File: src/rtl/trap_pkg.sv
package trap_pkg;
    localparam int ADDR_W = 32;
    localparam int INSTR_W = 32;
    localparam int CODE_W = 5;
    localparam int BRK_W = 20;
    localparam logic [5:0] FN_SYS = 6'h0C;
    localparam logic [5:0] FN_BRK = 6'h0D;
    localparam logic [CODE_W-1:0] EXC_SYS = 5'd8;
    localparam logic [CODE_W-1:0] EXC_BRK = 5'd9;

    typedef enum logic [1:0] {TK_NONE, TK_SYS, TK_BRK} trap_kind_e;

    typedef struct packed {
        trap_kind_e          kind;
        logic [ADDR_W-1:0]   ret_pc;
        logic                in_ds;
        logic [BRK_W-1:0]    brk;
    } trap_rec_t;

    function automatic trap_kind_e classify(input logic [INSTR_W-1:0] w);
        if (w[31:26] != 6'd0) return TK_NONE;
        if (w[5:0] == FN_SYS) return TK_SYS;
        if (w[5:0] == FN_BRK) return TK_BRK;
        return TK_NONE;
    endfunction

    function automatic logic is_trap(input logic [INSTR_W-1:0] w);
        return classify(w) != TK_NONE;
    endfunction
endpackage

File: src/rtl/trap_decode.sv
module trap_decode
    import trap_pkg::*;
(
    input  logic               valid,
    input  logic [INSTR_W-1:0] instr,
    input  logic [ADDR_W-1:0]  pc,
    input  logic               in_delay,
    output trap_rec_t          rec
);
    trap_kind_e kind;

    always_comb begin
        kind       = valid ? classify(instr) : TK_NONE;
        rec.kind   = kind;
        rec.ret_pc = in_delay ? pc - ADDR_W'(4) : pc;
        rec.in_ds  = in_delay;
        rec.brk    = instr[25:6];
    end
endmodule

File: src/rtl/trap_select.sv
module trap_select
    import trap_pkg::*;
#(
    parameter int LANES = 2
) (
    input  trap_rec_t recs [LANES],
    output trap_rec_t win,
    output logic      hit
);
    always_comb begin
        win = '0;
        hit = 1'b0;
        for (int i = LANES - 1; i >= 0; i--) begin
            if (recs[i].kind != TK_NONE) begin
                win = recs[i];
                hit = 1'b1;
            end
        end
    end
endmodule

File: src/rtl/trap_state.sv
module trap_state
    import trap_pkg::*;
(
    input  logic              clk,
    input  logic              rst,
    input  logic              hit,
    input  trap_rec_t         win,
    input  logic              epc_wr_en,
    input  logic [ADDR_W-1:0] epc_wr_data,
    output logic [ADDR_W-1:0] epc,
    output logic [CODE_W-1:0] exc_code,
    output logic              bd,
    output logic [BRK_W-1:0]  brk_code,
    output logic              redirect
);
    logic take;

    assign take = hit && !redirect;

    always_ff @(posedge clk) begin
        if (rst) begin
            epc      <= '0;
            exc_code <= '0;
            bd       <= 1'b0;
            brk_code <= '0;
            redirect <= 1'b0;
        end else begin
            redirect <= take;
            if (take) begin
                epc      <= win.ret_pc;
                bd       <= win.in_ds;
                exc_code <= (win.kind == TK_SYS) ? EXC_SYS : EXC_BRK;
                if (win.kind == TK_BRK) brk_code <= win.brk;
            end else if (epc_wr_en) begin
                epc <= epc_wr_data;
            end
        end
    end


    redir_pulse_chk: assert property (@(posedge clk) disable iff (rst)
        redirect |=> !redirect);


    busy_ignore_chk: assert property (@(posedge clk) disable iff (rst)
        redirect |=> ($stable(exc_code) && $stable(bd) && $stable(brk_code)));


    code_val_chk: assert property (@(posedge clk) disable iff (rst)
        redirect |-> (exc_code == EXC_SYS || exc_code == EXC_BRK));
endmodule

File: src/rtl/trap_capture.sv
module trap_capture
    import trap_pkg::*;
#(
    parameter int              LANES  = 2,
    parameter logic [31:0]     VECTOR = 32'h8000_0180
) (
    input  logic                          clk,
    input  logic                          rst,
    input  logic [LANES-1:0]              valid_i,
    input  logic [LANES-1:0][INSTR_W-1:0] instr_i,
    input  logic [LANES-1:0][ADDR_W-1:0]  pc_i,
    input  logic [LANES-1:0]              in_delay_i,
    input  logic                          epc_wr_en_i,
    input  logic [ADDR_W-1:0]             epc_wr_data_i,
    output logic [ADDR_W-1:0]             epc_o,
    output logic [CODE_W-1:0]             exc_code_o,
    output logic                          bd_o,
    output logic [BRK_W-1:0]              brk_code_o,
    output logic                          redirect_o,
    output logic [ADDR_W-1:0]             redirect_pc_o,
    output logic                          flush_o
);
    trap_rec_t recs [LANES];
    trap_rec_t win;
    logic      hit;

    for (genvar g = 0; g < LANES; g++) begin : g_lane
        trap_decode u_dec (
            .valid    (valid_i[g]),
            .instr    (instr_i[g]),
            .pc       (pc_i[g]),
            .in_delay (in_delay_i[g]),
            .rec      (recs[g])
        );
    end

    trap_select #(.LANES(LANES)) u_sel (
        .recs (recs),
        .win  (win),
        .hit  (hit)
    );

    trap_state u_st (
        .clk         (clk),
        .rst         (rst),
        .hit         (hit),
        .win         (win),
        .epc_wr_en   (epc_wr_en_i),
        .epc_wr_data (epc_wr_data_i),
        .epc         (epc_o),
        .exc_code    (exc_code_o),
        .bd          (bd_o),
        .brk_code    (brk_code_o),
        .redirect    (redirect_o)
    );

    assign flush_o       = redirect_o;
    assign redirect_pc_o = VECTOR;


    oldest_epc_chk: assert property (@(posedge clk) disable iff (rst)
        (!redirect_o && valid_i[0] && is_trap(instr_i[0])) |=>
        (epc_o == ($past(in_delay_i[0]) ? $past(pc_i[0]) - 32'd4 : $past(pc_i[0]))
         && bd_o == $past(in_delay_i[0])));


    redir_after_chk: assert property (@(posedge clk) disable iff (rst)
        (!redirect_o && |(valid_i & {LANES{1'b1}}) && (valid_i[0] && is_trap(instr_i[0])))
        |=> redirect_o);


    epc_wr_chk: assert property (@(posedge clk) disable iff (rst)
        (epc_wr_en_i && redirect_o) |=> epc_o == $past(epc_wr_data_i));
endmodule

File: config.mk
export PLATFORM = sky130hd
export DESIGN_NAME = trap_capture
export DESIGN_NICKNAME = d
export VERILOG_FILES = /design/src/rtl/trap_pkg.sv /design/src/rtl/trap_decode.sv /design/src/rtl/trap_select.sv /design/src/rtl/trap_state.sv /design/src/rtl/trap_capture.sv
export SDC_FILE = /design/constraint.sdc
export NUM_CORES = 1
export LEC_CHECK = 0
export BUFFER_PORTS_ARGS = -buffer_cell sky130_fd_sc_hd__buf_2
export CAP_MARGIN = 15
export CELL_PAD_IN_SITES_DETAIL_PLACEMENT = 2
export CELL_PAD_IN_SITES_GLOBAL_PLACEMENT = 2
export CORE_MARGIN = 4
export CORE_UTILIZATION = 27
export DETAILED_ROUTE_END_ITERATION = 16
export GPL_TIMING_DRIVEN = 1
export HOLD_SLACK_MARGIN = 0.05
export PLACE_DENSITY_LB_ADDON = 0.05
export SETUP_SLACK_MARGIN = 0.15
export SKIP_CTS_REPAIR_TIMING = 1
export SLEW_MARGIN = 20
export SYNTH_ARGS = -nofsm -noshare
export SYNTH_HDL_FRONTEND = slang
export SYNTH_HIERARCHICAL = 1
export SYNTH_SLANG_ARGS = --single-unit
File: constraint.sdc
create_clock -name clk -period 6.3 [get_ports clk]
set_input_delay 0.63 -clock clk [delete_from_list [all_inputs] [get_ports clk]]
set_output_delay 0.63 -clock clk [all_outputs]
set_load 0.02 [all_outputs]
======== Yosys cells after proc, flatten, opt, wreduce, memory -nomap -nowiden ========
Cells that the tools add are included.
word-level totals
  flip-flop bits (word level) ............. 59
  input bits .............................. 167
  output and inout bits ................... 92
  logic and storage cells ................. 56
cells by class
  add/sub/neg operators ................... 2
  eq/ne operators ......................... 6
  multiplexer cells ....................... 35
  reduce and logical (&&, ||, !) cells .... 8
operators with widths
  kind                                                                  count
  32-bit two-way mux                                                    4
  55-bit two-way mux                                                    2
  32-bit by 3-bit subtractor with 32-bit output, second input constant  2
  2-bit two-way mux                                                     14
  6-bit by 4-bit == test with 1-bit output, second input constant       4
  1-bit two-way mux                                                     15
  6-bit nonzero test                                                    2
  2-bit nonzero test                                                    3
  2-bit by 1-bit == test with 1-bit output, second input constant       1
  2-bit == test, second input constant                                  1
  2-bit AND reduction                                                   1
  1-bit logical AND                                                     1
  1-bit logical NOT                                                     1

======== Longest topological paths before layout ========
  word-level depth ........................ 14
  gate-level depth with buffers ........... 13
  mapped depth without buffers ............ 9

======== Cells and area by module ========
Netlist, hierarchy kept.
by module, submodules not included
  module                         times used  cells each  area an instance (µm²)  sequential area each (µm²)
  trap_state                     1           250         2429.8                  1121.1
  trap_select                    1           195         997.2                   0.0
  trap_decode (g_lane[0].u_dec)  1           118         849.6                   0.0
  trap_decode (g_lane[1].u_dec)  1           112         818.3                   0.0
  trap_capture                   1           35          255.2                   0.0

======== Least setup slack after synthesis ========
Ideal clock, no wire load.
  path kind ............................... input to register
  from .................................... in pc_i[12] (netlist bit)
  to ...................................... reg u_st.epc[22]
  setup time .............................. 0.079 ns
  arrival time ............................ 2.569 ns
  data required time ...................... 6.221 ns
  setup slack ............................. 3.652 ns
  stages .................................. 9
  path buffers ............................ 1
  cell sequence ........................... or4_4 -> or4_4 -> buf_6 -> nor4_4 -> xor2_1 -> o21ai_0 -> o21ai_1 -> nor2_1 -> a211oi_2
RTL lines
  element               line                text
  start, declared       trap_capture.sv:11  input logic [LANES-1:0][ADDR_W-1:0] pc_i,
  end signal, assigned  trap_state.sv:30    epc <= win.ret_pc;
  end signal, assigned  trap_state.sv:35    epc <= epc_wr_data;
  end, declared         trap_state.sv:10    output logic [ADDR_W-1:0] epc,

==> metrics.yaml <==
outcome: "complete, no violations"
critical_path.endpoint_type: "register"
report.final.slew_viol_count: 0
hold_path_class: "register to register"
worst-path-max-fanout: 56
die_width_um: 149
syn_to_final_growth_pct: 16.7
dpl.hpwl_um: 16100
clock_skew_ns: 0.00652
diodes: 0
layout_setup_ws_ns: 2.92
hold_viol: 0
synth_async_sr_flop_share_pct: 0
drc_errors: 0
start_kind: "input pin"
grt_pass1_wl_um: 33200
power_leakage_nw: 2.73
ir_drop_mv: 0.0988
setup_viol: 0
wl_per_cell_um: 19.1
core_area_um2: 19500
wl_um: 21200
relSlewSlack_pct: 32.1
antenna_found_initial: 0
clock_sinks: 56
via_count: 5466
required_ns: 6.47
layout-drive-gt1-share_pct: 34.0
gp_congestion: 0.806
yosysUniqueCellTypes: 48
track_usage_pct: 18.7
io_pins: 259
cts_tree: "done"
cts_buffers: 5
syn_avg_cell_area_um2: 7.54
final_util_pct: 32.1
cts_root_buf: "clkbuf_16"
synth_edf_count: 0
dr.pass1.iters: 4
drt.antenna.violating_nets: 0
fmax_mhz: 296
nNetsFinal: 1012
h-tree-depth: 2
row_count: 51
ys_seq_elements: 56
grt_pass1_vias: 5976
drv_cap: 0
grt_max_degree: 67
ys_warn_count: 6
criticalPathCategory: "input pin to register"
min_period_ns: 3.38
clock_latency_ns: 0.31
drt-vias-per-instance: 4.93
syn_inst: 710
synth_ff_type: "dfxtp_1"
initial_core_util_pct: 27.5
arrival_ns: 3.54
grt_overflow: 0
powerDensity_nw_per_um2: 141
portBuffers: 223
fin_tns_setup_ns: 0
die_area_um2: 22100
ys_seq_area_share_pct: 21.0
fin_area_um2: 6240
rsz0062_at_grt: "no"
post-route-period-util_pct: 53.6
synth.cell_area_um2: 5350
worst_slew_pin_slew_ns: 1.02
fp.dieH_um: 149
drt_first_iter_violations: 151
clockBufferDepth: 2
place_area_um2: 6060
clkSlewWorstSetupHoldPaths_ns: 0.09
post-place-ws_ns: 2.22
area by class of cell:
cell class	instances	area, um2
Fill cell	2373	13200
Multi-Input combinational cell	541	3420
Timing Repair Buffer	230	1180
Sequential cell	56	1120
Tap cell	265	332
Clock buffer	5	125
Inverter	9	33.8
Clock inverter	3	25.0
Yosys cell counts (all sizes together) (2+ instances only):
master	number	area (um2)
nand2b	2	12.5
dfxtp	56	1120
or3	2	12.5
nor2	59	221
nor3	18	90.1
nand4	10	68.8
nand3b	2	15.0
conb	3	11.3
or2	3	18.8
clkbuf	23	86.3
xor2	29	254
nand4b	3	26.3
nor4	13	133
nand4bb	3	33.8
or4	8	72.6
inv	9	33.8
nand3	8	40.0
buf	113	850
nand2	54	203
nor3b	2	20.0
mux2i	32	320
nor4b	7	82.6
ha	2	25.0
a211oi	32	385
xnor2	27	236
a21oi	23	115
o21ai	160	801
worst paths after layout:
kind | depth (start not counted) | endpoint | start | slack (ns)
setup reg to reg | 3 | u_st/brk_code[9] | u_st/redirect | 4.49
hold / removal | 2 | u_st/brk_code[4] | u_st/brk_code[4] | 0.46
setup / recovery | 10 | u_st/brk_code[9] | instr_i[5] | 2.92
hold reg to reg | 2 | u_st/brk_code[4] | u_st/brk_code[4] | 0.46
through the flow:
step	total power [mW]	hold slack [ns]	instances
after floorplan	0.518	0.533	742
after global placement	0.577	0.442	1100
after detailed placement	0.582	0.453	1100
after CTS	0.894	0.465	1108
after global routing	0.927	0.494	1109
final	0.880	0.459	1109
power breakdown:
group	total (mW)	switching, mW	leakage (nW)	internal (mW)
combinational	0.202	0.118	2.20	0.0837
clock	0.306	0.155	0.0708	0.151
sequential	0.372	0.00618	0.457	0.366
total	0.880	0.279	2.73	0.601
critical path: stages:
cell and delay, ns:
buf_2 0.09, nor4b_1 0.32, nand3_1 0.25, nor2_4 0.13, buf_4 0.47, or2_2 0.21
or3_1 0.20, nand4bb_1 0.80, nand2_1 0.31, a21oi_1 0.10
flip-flops by register name (all words and copies together), names as in the netlist:
name,flops
u_st/epc,32
u_st/brk_code,20
u_st/exc_code,2
u_st/bd,1
u_st/redirect,1
metal layers:
layer / GRT usage, % / vias up / routed length, um
li1: - / 2638 / -
met1: 25.7 / 2658 / 9930
met2: 31.4 / 159 / 9960
met3: 2.70 / 11 / 1080
met5: 0 / - / 0
met4: 3.80 / 0 / 185
cells by family (layout without fill, tap and decap cells):
group	after synthesis	count (layout)	synth area share, %
AO/OA/AOI/OAI	218	218	24.8
XOR/XNOR	56	56	9.17
adder cells (fa/ha/maj)	2	2	0.468
buffers and inverters	145	247	18.1
flip-flops	56	56	21.0
multiplexers	32	32	5.99
other	3	35	0.210
AND/OR/NAND/NOR	198	198	20.3
layout by cell type (no fill, tap or decap), types with 2 or more instances in the layout:
master and instances:
nor2_4 4, nor2_1 55, a211oi_2 29, buf_2 223, or3_1 2, o21ai_1 50, clkbuf_16 5, nand4b_1 3
or4_1 4, nand3b_1 2, or4_4 3, xnor2_1 27, nand4_1 9, nor4_4 3, a21oi_1 23, ha_1 2
mux2i_1 32, inv_6 2, or2_2 2, nor4_1 9, nor4b_1 5, nand2_1 54, a211oi_1 3, dfxtp_1 56
xor2_1 29, buf_4 6, nor3_1 18, nand3_1 8, o21ai_0 110, nand4bb_1 3, inv_1 9, conb_1 35
Note: power is estimated with default switching activity, not from simulation.
